**config.mk**
```make
export PLATFORM = sky130hd
export DESIGN_NAME = rtc_regbank
export DESIGN_NICKNAME = d
export VERILOG_FILES = /design/src/rtl/rtc_pkg.sv /design/src/rtl/rtc_addr_decode.sv /design/src/rtl/rtc_scratch.sv /design/src/rtl/rtc_calendar.sv /design/src/rtl/rtc_regbank.sv
export SDC_FILE = /design/constraint.sdc
export NUM_CORES = 1
export LEC_CHECK = 0
export BUFFER_PORTS_ARGS = -buffer_cell sky130_fd_sc_hd__clkbuf_2
export CAP_MARGIN = 10
export CORE_ASPECT_RATIO = 0.5
export CORE_MARGIN = 5
export CORE_UTILIZATION = 50
export CTS_BUF_LIST = sky130_fd_sc_hd__clkbuf_2 sky130_fd_sc_hd__clkbuf_4 sky130_fd_sc_hd__clkbuf_8
export CTS_CLUSTER_DIAMETER = 40
export DETAILED_ROUTE_END_ITERATION = 16
export GPL_ROUTABILITY_DRIVEN = 1
export HOLD_SLACK_MARGIN = 0.05
export PLACE_DENSITY = 0.7
export SLEW_MARGIN = 20
export SYNTH_ARGS = -nofsm -noshare
export SYNTH_HDL_FRONTEND = slang
export SYNTH_SLANG_ARGS = --single-unit
```
**constraint.sdc**
```tcl
create_clock -name clk -period 5.3 [get_ports clk]
set_input_delay 0.53 -clock clk [delete_from_list [all_inputs] [get_ports clk]]
set_output_delay 0.53 -clock clk [all_outputs]
set_load 0.02 [all_outputs]
```
**src/rtl/rtc_pkg.sv**
```systemverilog
// Shared definitions for the RTC calendar register bank: register select
// codes, per-layout address map and base year, and the month-length rule.
// Assumes byte addressing with 32-bit words.
package rtc_pkg;

    localparam int WORD_W        = 32;
    localparam int DATE_FLAG_BIT = 7;
    localparam int TIME_FLAG_BIT = 8;

    typedef enum logic [2:0] {
        SEL_NONE = 3'd0,
        SEL_CTRL = 3'd1,
        SEL_DATE = 3'd2,
        SEL_TIME = 3'd3,
        SEL_SCR  = 3'd4
    } reg_sel_e;

    function automatic int date_offset(input int layout);
        return (layout != 0) ? 'h10 : 'h04;
    endfunction

    function automatic int time_offset(input int layout);
        return (layout != 0) ? 'h14 : 'h08;
    endfunction

    function automatic int scr_base(input int layout);
        return (layout != 0) ? 'h100 : 'h20;
    endfunction

    function automatic int scr_count(input int layout);
        return (layout != 0) ? 8 : 4;
    endfunction

    function automatic int base_year(input int layout);
        return (layout != 0) ? 1970 : 2010;
    endfunction

    // Last valid day of a month; unknown month codes use 31.
    function automatic logic [7:0] month_days(input logic [7:0] month, input logic leap);
        case (month)
            8'd2:                       return leap ? 8'd29 : 8'd28;
            8'd4, 8'd6, 8'd9, 8'd11:    return 8'd30;
            default:                    return 8'd31;
        endcase
    endfunction

endpackage

```
**src/rtl/rtc_addr_decode.sv**
```systemverilog
// Address decoder: maps a byte address to a register select and scratch
// index for the layout chosen at build time. Misaligned addresses and
// anything outside the mapped words decode to SEL_NONE. Purely combinational.
module rtc_addr_decode #(
    parameter int LAYOUT = 0,
    parameter int ADDR_W = 10,
    parameter int IDX_W  = 2
) (
    input  logic [ADDR_W-1:0]   addr,
    output rtc_pkg::reg_sel_e   sel,
    output logic [IDX_W-1:0]    scr_idx
);
    import rtc_pkg::*;

    localparam logic [ADDR_W-1:0] A_CTRL   = '0;
    localparam logic [ADDR_W-1:0] A_DATE   = ADDR_W'(date_offset(LAYOUT));
    localparam logic [ADDR_W-1:0] A_TIME   = ADDR_W'(time_offset(LAYOUT));
    localparam logic [ADDR_W-1:0] A_SCR    = ADDR_W'(scr_base(LAYOUT));
    localparam logic [ADDR_W-1:0] SCR_SPAN = ADDR_W'(4 * scr_count(LAYOUT));

    logic [ADDR_W-1:0] rel;
    assign rel = addr - A_SCR;

    // Select the addressed register; the scratch range is checked by offset.
    always_comb begin
        sel     = SEL_NONE;
        scr_idx = '0;
        if (addr[1:0] == 2'b00) begin
            if (addr == A_CTRL)                       sel = SEL_CTRL;
            else if (addr == A_DATE)                  sel = SEL_DATE;
            else if (addr == A_TIME)                  sel = SEL_TIME;
            else if (addr >= A_SCR && rel < SCR_SPAN) begin
                sel     = SEL_SCR;
                scr_idx = rel[IDX_W+1:2];
            end
        end
    end

endmodule

```
**src/rtl/rtc_scratch.sv**
```systemverilog
// Scratch word array: NUM_SCR independent 32-bit registers, written one at
// a time, read through a combinational mux. Assumes rd_idx is in range.
module rtc_scratch #(
    parameter int NUM_SCR = 4,
    parameter int IDX_W   = 2,
    parameter int WORD_W  = 32
) (
    input  logic              clk,
    input  logic              rst_n,
    input  logic              wr_en,
    input  logic [IDX_W-1:0]  wr_idx,
    input  logic [WORD_W-1:0] wr_data,
    input  logic [IDX_W-1:0]  rd_idx,
    output logic [WORD_W-1:0] rd_data
);
    logic [WORD_W-1:0] words [NUM_SCR];

    for (genvar i = 0; i < NUM_SCR; i++) begin : g_word
        // Hold one scratch word; load on a write addressed to it.
        always_ff @(posedge clk) begin
            if (!rst_n)                               words[i] <= '0;
            else if (wr_en && wr_idx == IDX_W'(i))    words[i] <= wr_data;
        end
    end

    assign rd_data = words[rd_idx];

endmodule

```
**src/rtl/rtc_calendar.sv**
```systemverilog
// Calendar state: date and time words with one-second advance. Bus writes
// take priority over a tick in the same cycle (the tick is lost). Assumes
// fields hold legal values; out-of-range fields wrap at the next tick.
module rtc_calendar #(
    parameter int WORD_W    = 32,
    parameter int BASE_YEAR = 2010
) (
    input  logic              clk,
    input  logic              rst_n,
    input  logic              date_we,
    input  logic              time_we,
    input  logic [WORD_W-1:0] wdata,
    input  logic              tick,
    output logic [WORD_W-1:0] date_q,
    output logic [WORD_W-1:0] time_q
);
    import rtc_pkg::*;

    localparam logic [1:0] BASE_MOD4 = 2'(BASE_YEAR % 4);

    logic [7:0]  sec, mins, day, mon, mlen;
    logic [12:0] hr;
    logic [2:0]  wday;
    logic [15:0] yr;
    logic        leap, sec_wrap, min_wrap, hr_wrap, day_wrap, mon_wrap;
    logic [WORD_W-1:0] date_nx, time_nx;

    assign sec  = time_q[7:0];
    assign mins = time_q[15:8];
    assign hr   = time_q[28:16];
    assign wday = time_q[31:29];
    assign day  = date_q[7:0];
    assign mon  = date_q[15:8];
    assign yr   = date_q[31:16];

    assign leap = (yr[1:0] + BASE_MOD4) == 2'b00;
    assign mlen = month_days(mon, leap);

    assign sec_wrap = sec >= 8'd59;
    assign min_wrap = sec_wrap && mins >= 8'd59;
    assign hr_wrap  = min_wrap && hr >= 13'd23;
    assign day_wrap = hr_wrap && day >= mlen;
    assign mon_wrap = day_wrap && mon >= 8'd12;

    // Build the next-second date and time words from the carry chain.
    always_comb begin
        time_nx[7:0]   = sec_wrap ? 8'd0 : sec + 8'd1;
        time_nx[15:8]  = !sec_wrap ? mins : (min_wrap ? 8'd0 : mins + 8'd1);
        time_nx[28:16] = !min_wrap ? hr : (hr_wrap ? 13'd0 : hr + 13'd1);
        time_nx[31:29] = !hr_wrap ? wday : ((wday >= 3'd6) ? 3'd0 : wday + 3'd1);
        date_nx[7:0]   = !hr_wrap ? day : (day_wrap ? 8'd1 : day + 8'd1);
        date_nx[15:8]  = !day_wrap ? mon : (mon_wrap ? 8'd1 : mon + 8'd1);
        date_nx[31:16] = mon_wrap ? yr + 16'd1 : yr;
    end

    // Update calendar: write first, else tick advance.
    always_ff @(posedge clk) begin
        if (!rst_n) begin
            date_q <= '0;
            time_q <= '0;
        end else if (date_we) begin
            date_q <= wdata;
        end else if (time_we) begin
            time_q <= wdata;
        end else if (tick) begin
            date_q <= date_nx;
            time_q <= time_nx;
        end
    end

endmodule

```
**src/rtl/rtc_regbank.sv**
```systemverilog
// RTC calendar register bank top. Decodes single-cycle bus accesses,
// keeps the sticky date/time pending flags (cleared by a control read),
// and returns registered read data and error one cycle after each access.
// Assumes bus_valid is a one-cycle request with no back-pressure.
module rtc_regbank #(
    parameter int LAYOUT = 0,
    parameter int ADDR_W = 10
) (
    input  logic              clk,
    input  logic              rst_n,
    input  logic              bus_valid,
    input  logic              bus_write,
    input  logic [ADDR_W-1:0] bus_addr,
    input  logic [31:0]       bus_wdata,
    input  logic              sec_tick,
    output logic [31:0]       bus_rdata,
    output logic              bus_err
);
    import rtc_pkg::*;

    localparam int NUM_SCR   = scr_count(LAYOUT);
    localparam int IDX_W     = $clog2(NUM_SCR);
    localparam int BASE_YEAR = base_year(LAYOUT);

    reg_sel_e          sel;
    logic [IDX_W-1:0]  scr_idx;
    logic              rd_en, wr_en;
    logic              date_pend, time_pend;
    logic [WORD_W-1:0] date_word, time_word, scr_word, ctrl_word, rd_val;

    assign rd_en = bus_valid && !bus_write;
    assign wr_en = bus_valid && bus_write;

    rtc_addr_decode #(.LAYOUT(LAYOUT), .ADDR_W(ADDR_W), .IDX_W(IDX_W)) u_dec (
        .addr    (bus_addr),
        .sel     (sel),
        .scr_idx (scr_idx)
    );

    rtc_calendar #(.WORD_W(WORD_W), .BASE_YEAR(BASE_YEAR)) u_cal (
        .clk     (clk),
        .rst_n   (rst_n),
        .date_we (wr_en && sel == SEL_DATE),
        .time_we (wr_en && sel == SEL_TIME),
        .wdata   (bus_wdata),
        .tick    (sec_tick),
        .date_q  (date_word),
        .time_q  (time_word)
    );

    rtc_scratch #(.NUM_SCR(NUM_SCR), .IDX_W(IDX_W), .WORD_W(WORD_W)) u_scr (
        .clk     (clk),
        .rst_n   (rst_n),
        .wr_en   (wr_en && sel == SEL_SCR),
        .wr_idx  (scr_idx),
        .wr_data (bus_wdata),
        .rd_idx  (scr_idx),
        .rd_data (scr_word)
    );

    // Sticky pending flags: set by calendar writes, cleared by a control read.
    always_ff @(posedge clk) begin
        if (!rst_n) begin
            date_pend <= 1'b0;
            time_pend <= 1'b0;
        end else if (rd_en && sel == SEL_CTRL) begin
            date_pend <= 1'b0;
            time_pend <= 1'b0;
        end else if (wr_en) begin
            if (sel == SEL_DATE) date_pend <= 1'b1;
            if (sel == SEL_TIME) time_pend <= 1'b1;
        end
    end

    // Assemble the control word from the two flags.
    always_comb begin
        ctrl_word                = '0;
        ctrl_word[DATE_FLAG_BIT] = date_pend;
        ctrl_word[TIME_FLAG_BIT] = time_pend;
    end

    // Pick the read value for the selected register.
    always_comb begin
        case (sel)
            SEL_CTRL: rd_val = ctrl_word;
            SEL_DATE: rd_val = date_word;
            SEL_TIME: rd_val = time_word;
            SEL_SCR:  rd_val = scr_word;
            default:  rd_val = '0;
        endcase
    end

    // Register the response; zero when there was no access.
    always_ff @(posedge clk) begin
        if (!rst_n) begin
            bus_rdata <= '0;
            bus_err   <= 1'b0;
        end else begin
            bus_rdata <= rd_en ? rd_val : '0;
            bus_err   <= bus_valid && sel == SEL_NONE;
        end
    end

endmodule

```
==> flow_metrics.env <==
export IMPL_clk_pin_slew_ns=0.07
export IMPL_drive_above_1_share_pct=20.1
export IMPL_skew_ns=0.0226
export IMPL_grt_pass1_wl_mm=46.8
export IMPL_die_y_um=113
export IMPL_relSlewSlack_pct=36.5
export IMPL_p_leak_nw=4.23
export IMPL_r2r_cells=11
export IMPL_diodes=0
export IMPL_async_reset_ff_share_pct=0
export IMPL_syn_cell_area_um2=10600
export IMPL_crit_slowest_cell="nor3_1"
export IMPL_finalSetupTns_ns=0
export IMPL_fin_util_pct=58.2
export IMPL_grt_overflow=0
export IMPL_finalWeightedCongestion=0.937
export IMPL_grt_usage_pct=24.3
export IMPL_drt_iter0_markers=1161
export IMPL_timing_hold_ws_ns=0.284
export IMPL_core_um2=20700
export IMPL_clock_root_buffer="clkbuf_8"
export IMPL_postRouteAntennaNets=0
export IMPL_yosys_warnings=0
export IMPL_timing_final_crit_period_ns=3.38
export IMPL_cp_data_arrival_time_ns=3.79
export IMPL_max_cap_violations=0
export IMPL_wl_per_cell_um=22.3
export IMPL_synth_seq_cells=227
export IMPL_cts_resized=0
export IMPL_viasPerCell=6.20
export IMPL_cp_end_kind="register"
export IMPL_worstPathCellList="inv_1 -> ha_1 -> o21ai_0 -> nand4_1 -> ha_1 -> nor2b_1 -> o21ai_0 -> nand3_1 -> nor3_1 -> nor3b_1 -> a221o_1"
export IMPL_syn_area_per_cell_um2=11.0
export IMPL_worstMarginPinSlew_ns=0.952
export IMPL_required_ns=5.71
export IMPL_syn2layout_area_growth_pct=13.7
export IMPL_hold_path_depth=3
export IMPL_dieArea_um2=24400
export IMPL_drv_slew=0
export IMPL_synth_ff_type="edfxtp_1"
export IMPL_setup_viol=0
export IMPL_wirelength_mm=29.9
export IMPL_synth_edff_count=128
export IMPL_hpwlAfterDp_mm=20.2
export IMPL_cts_sinks=227
export IMPL_routed_via_count=8310
export IMPL_ctsHtreeMaxLevel=2
export IMPL_post_cts_repair_setup_buffers=0
export IMPL_clock_latency_ns=0.53
export IMPL_numCtsBuffers=35
export IMPL_syn_nets=1025
export IMPL_seq_area_frac_synth_pct=55.0
export IMPL_io_pins=80
export IMPL_cts_tree="yes"
export IMPL_cp_start_kind="register"
export IMPL_antenna_found_initial=0
export IMPL_holdCritPathClass="input pin to register"
export IMPL_synthCells=964
export IMPL_dr_pass1_iters=7
export IMPL_ir_worst_vdd_mv=0.117
export IMPL_hold_violations=0
export IMPL_p_per_area_nw_per_um2=297
export IMPL_path_max_fanout=11
export IMPL_drc_errors=0
export IMPL_ctsHoldBuffers=0
export IMPL_fin_nets=1103
export IMPL_path_class="register to register"
export IMPL_rsz0062_at_grt="no"
export IMPL_port_buffers=79
export IMPL_grt_pass1_vias=8044
export IMPL_start_util_pct=51.2
export IMPL_fp_row_count=37
export IMPL_grt_start_max_net_pins=35
export IMPL_synth_cell_types=59
export IMPL_status="finished, final reports clean"
export IMPL_finalCritPeriodShare_pct=63.8
export IMPL_clockBufferDepth=3
export IMPL_fmax_mhz=296
export IMPL_worst_r2r_setup_slack_ns=1.92
export IMPL_die_x_um=216
export IMPL_slowest_delay_ns=0.67
[metal layers]
metal	GRT usage [%]	wire length (µm)	up-vias
met1	35.9	13000	4057
met3	5.32	3150	69
met5	0	0	-
met4	6.94	737	0
li1	-	-	3734
met2	36.6	13000	450
[through the flow]
step | total power, mW | setup slack, ns | instance area, µm² | std cells
final | 3.58 | 1.92 | 12000 | 1341
after global routing | 3.71 | 1.65 | 12000 | 1341
after CTS | 3.60 | 1.96 | 12000 | 1341
after detailed placement | 2.16 | 1.79 | 11400 | 1278
after global placement | 2.15 | 1.90 | 11400 | 1278
after floorplan | 2.07 | 0.527 | 10600 | 964
[logic make-up (layout without fill, tap and decap cells)]
logic type / Yosys count / count (layout) / share of synthesized area, %
multiplexers: 37 / 37 / 7.27
adder cells (fa/ha/maj): 14 / 14 / 1.65
flip-flops: 227 / 227 / 55.0
AO/OA/AOI/OAI: 193 / 193 / 12.0
buffers and inverters: 76 / 180 / 2.89
AND/OR/NAND/NOR: 399 / 399 / 19.7
XOR/XNOR: 18 / 18 / 1.49
[cells in the mapped netlist, types with 16 or more instances]
cell / instances / area (µm²)
nor4_1: 20 / 125
xnor2_1: 16 / 140
o21ai_0: 46 / 230
and2_1: 130 / 813
clkbuf_1: 48 / 180
a21oi_1: 53 / 265
nand3_1: 32 / 160
dfxtp_1: 99 / 1980
a22oi_1: 29 / 218
nor2_1: 65 / 244
mux4_2: 32 / 721
nand2_1: 87 / 327
nor3_1: 18 / 90.1
edfxtp_1: 128 / 3840
[critical path, delay by kind of cell (launching register included)]
family	cells	cell delay, ns
compound gates	3	0.69
fa+ha+maj	2	0.57
buf+inv	1	0.07
flops	1	0.46
simple gates	5	1.48
[where the power goes]
group / internal, mW / switching, mW / leakage [nW] / total (mW)
Clock: 0.759 / 0.698 / 0.373 / 1.46
Sequential: 1.91 / 0.0206 / 2.01 / 1.93
Combinational: 0.0721 / 0.122 / 1.84 / 0.194
[area by class of cell]
| type | count | area, µm² |
|---|---|---|
| fill | 1735 | 8640 |
| sequential | 227 | 5830 |
| multi-input combinational | 661 | 4570 |
| clock buffer | 50 | 619 |
| timing repair buffer | 102 | 568 |
| tap | 273 | 342 |
| clock inverter | 13 | 63.8 |
| inverter | 15 | 56.3 |
[cells in the final DEF, fill, tap and decap left out, types with 6 or more instances in the layout]
master,instances
and2_1,130
edfxtp_1,128
dfxtp_1,99
nand2_1,87
clkbuf_2,79
nor2_1,61
a21oi_1,53
o21ai_0,43
clkbuf_8,39
nand3_1,32
mux4_2,32
a22oi_1,29
buf_4,23
nor4_1,18
xnor2_1,16
nor3_1,16
inv_1,14
ha_1,14
and3_1,13
clkbuf_4,11
a222oi_1,10
a211oi_1,9
clkinv_2,8
nand2b_1,6
o31ai_1,6
[state kept, by name (all words and copies together), names as in the netlist]
register	flops
u_cal.date_q	32
u_scr.words	128
time_pend	1
bus_rdata	32
u_cal.time_q	32
bus_err	1
date_pend	1
[worst paths after layout]
check	from	to
worst max register to register	u_cal.date_q[16]$_SDFFE_PN0P_	u_cal.date_q[23]$_SDFFE_PN0P_
worst min register to register	time_pend$_SDFFE_PP0P_	time_pend$_SDFFE_PP0P_
worst max-delay path	u_cal.date_q[16]$_SDFFE_PN0P_	u_cal.date_q[23]$_SDFFE_PN0P_
worst min-delay path	bus_wdata[16]	u_cal.date_q[16]$_SDFFE_PN0P_
(Power assumes the default switching activity.)
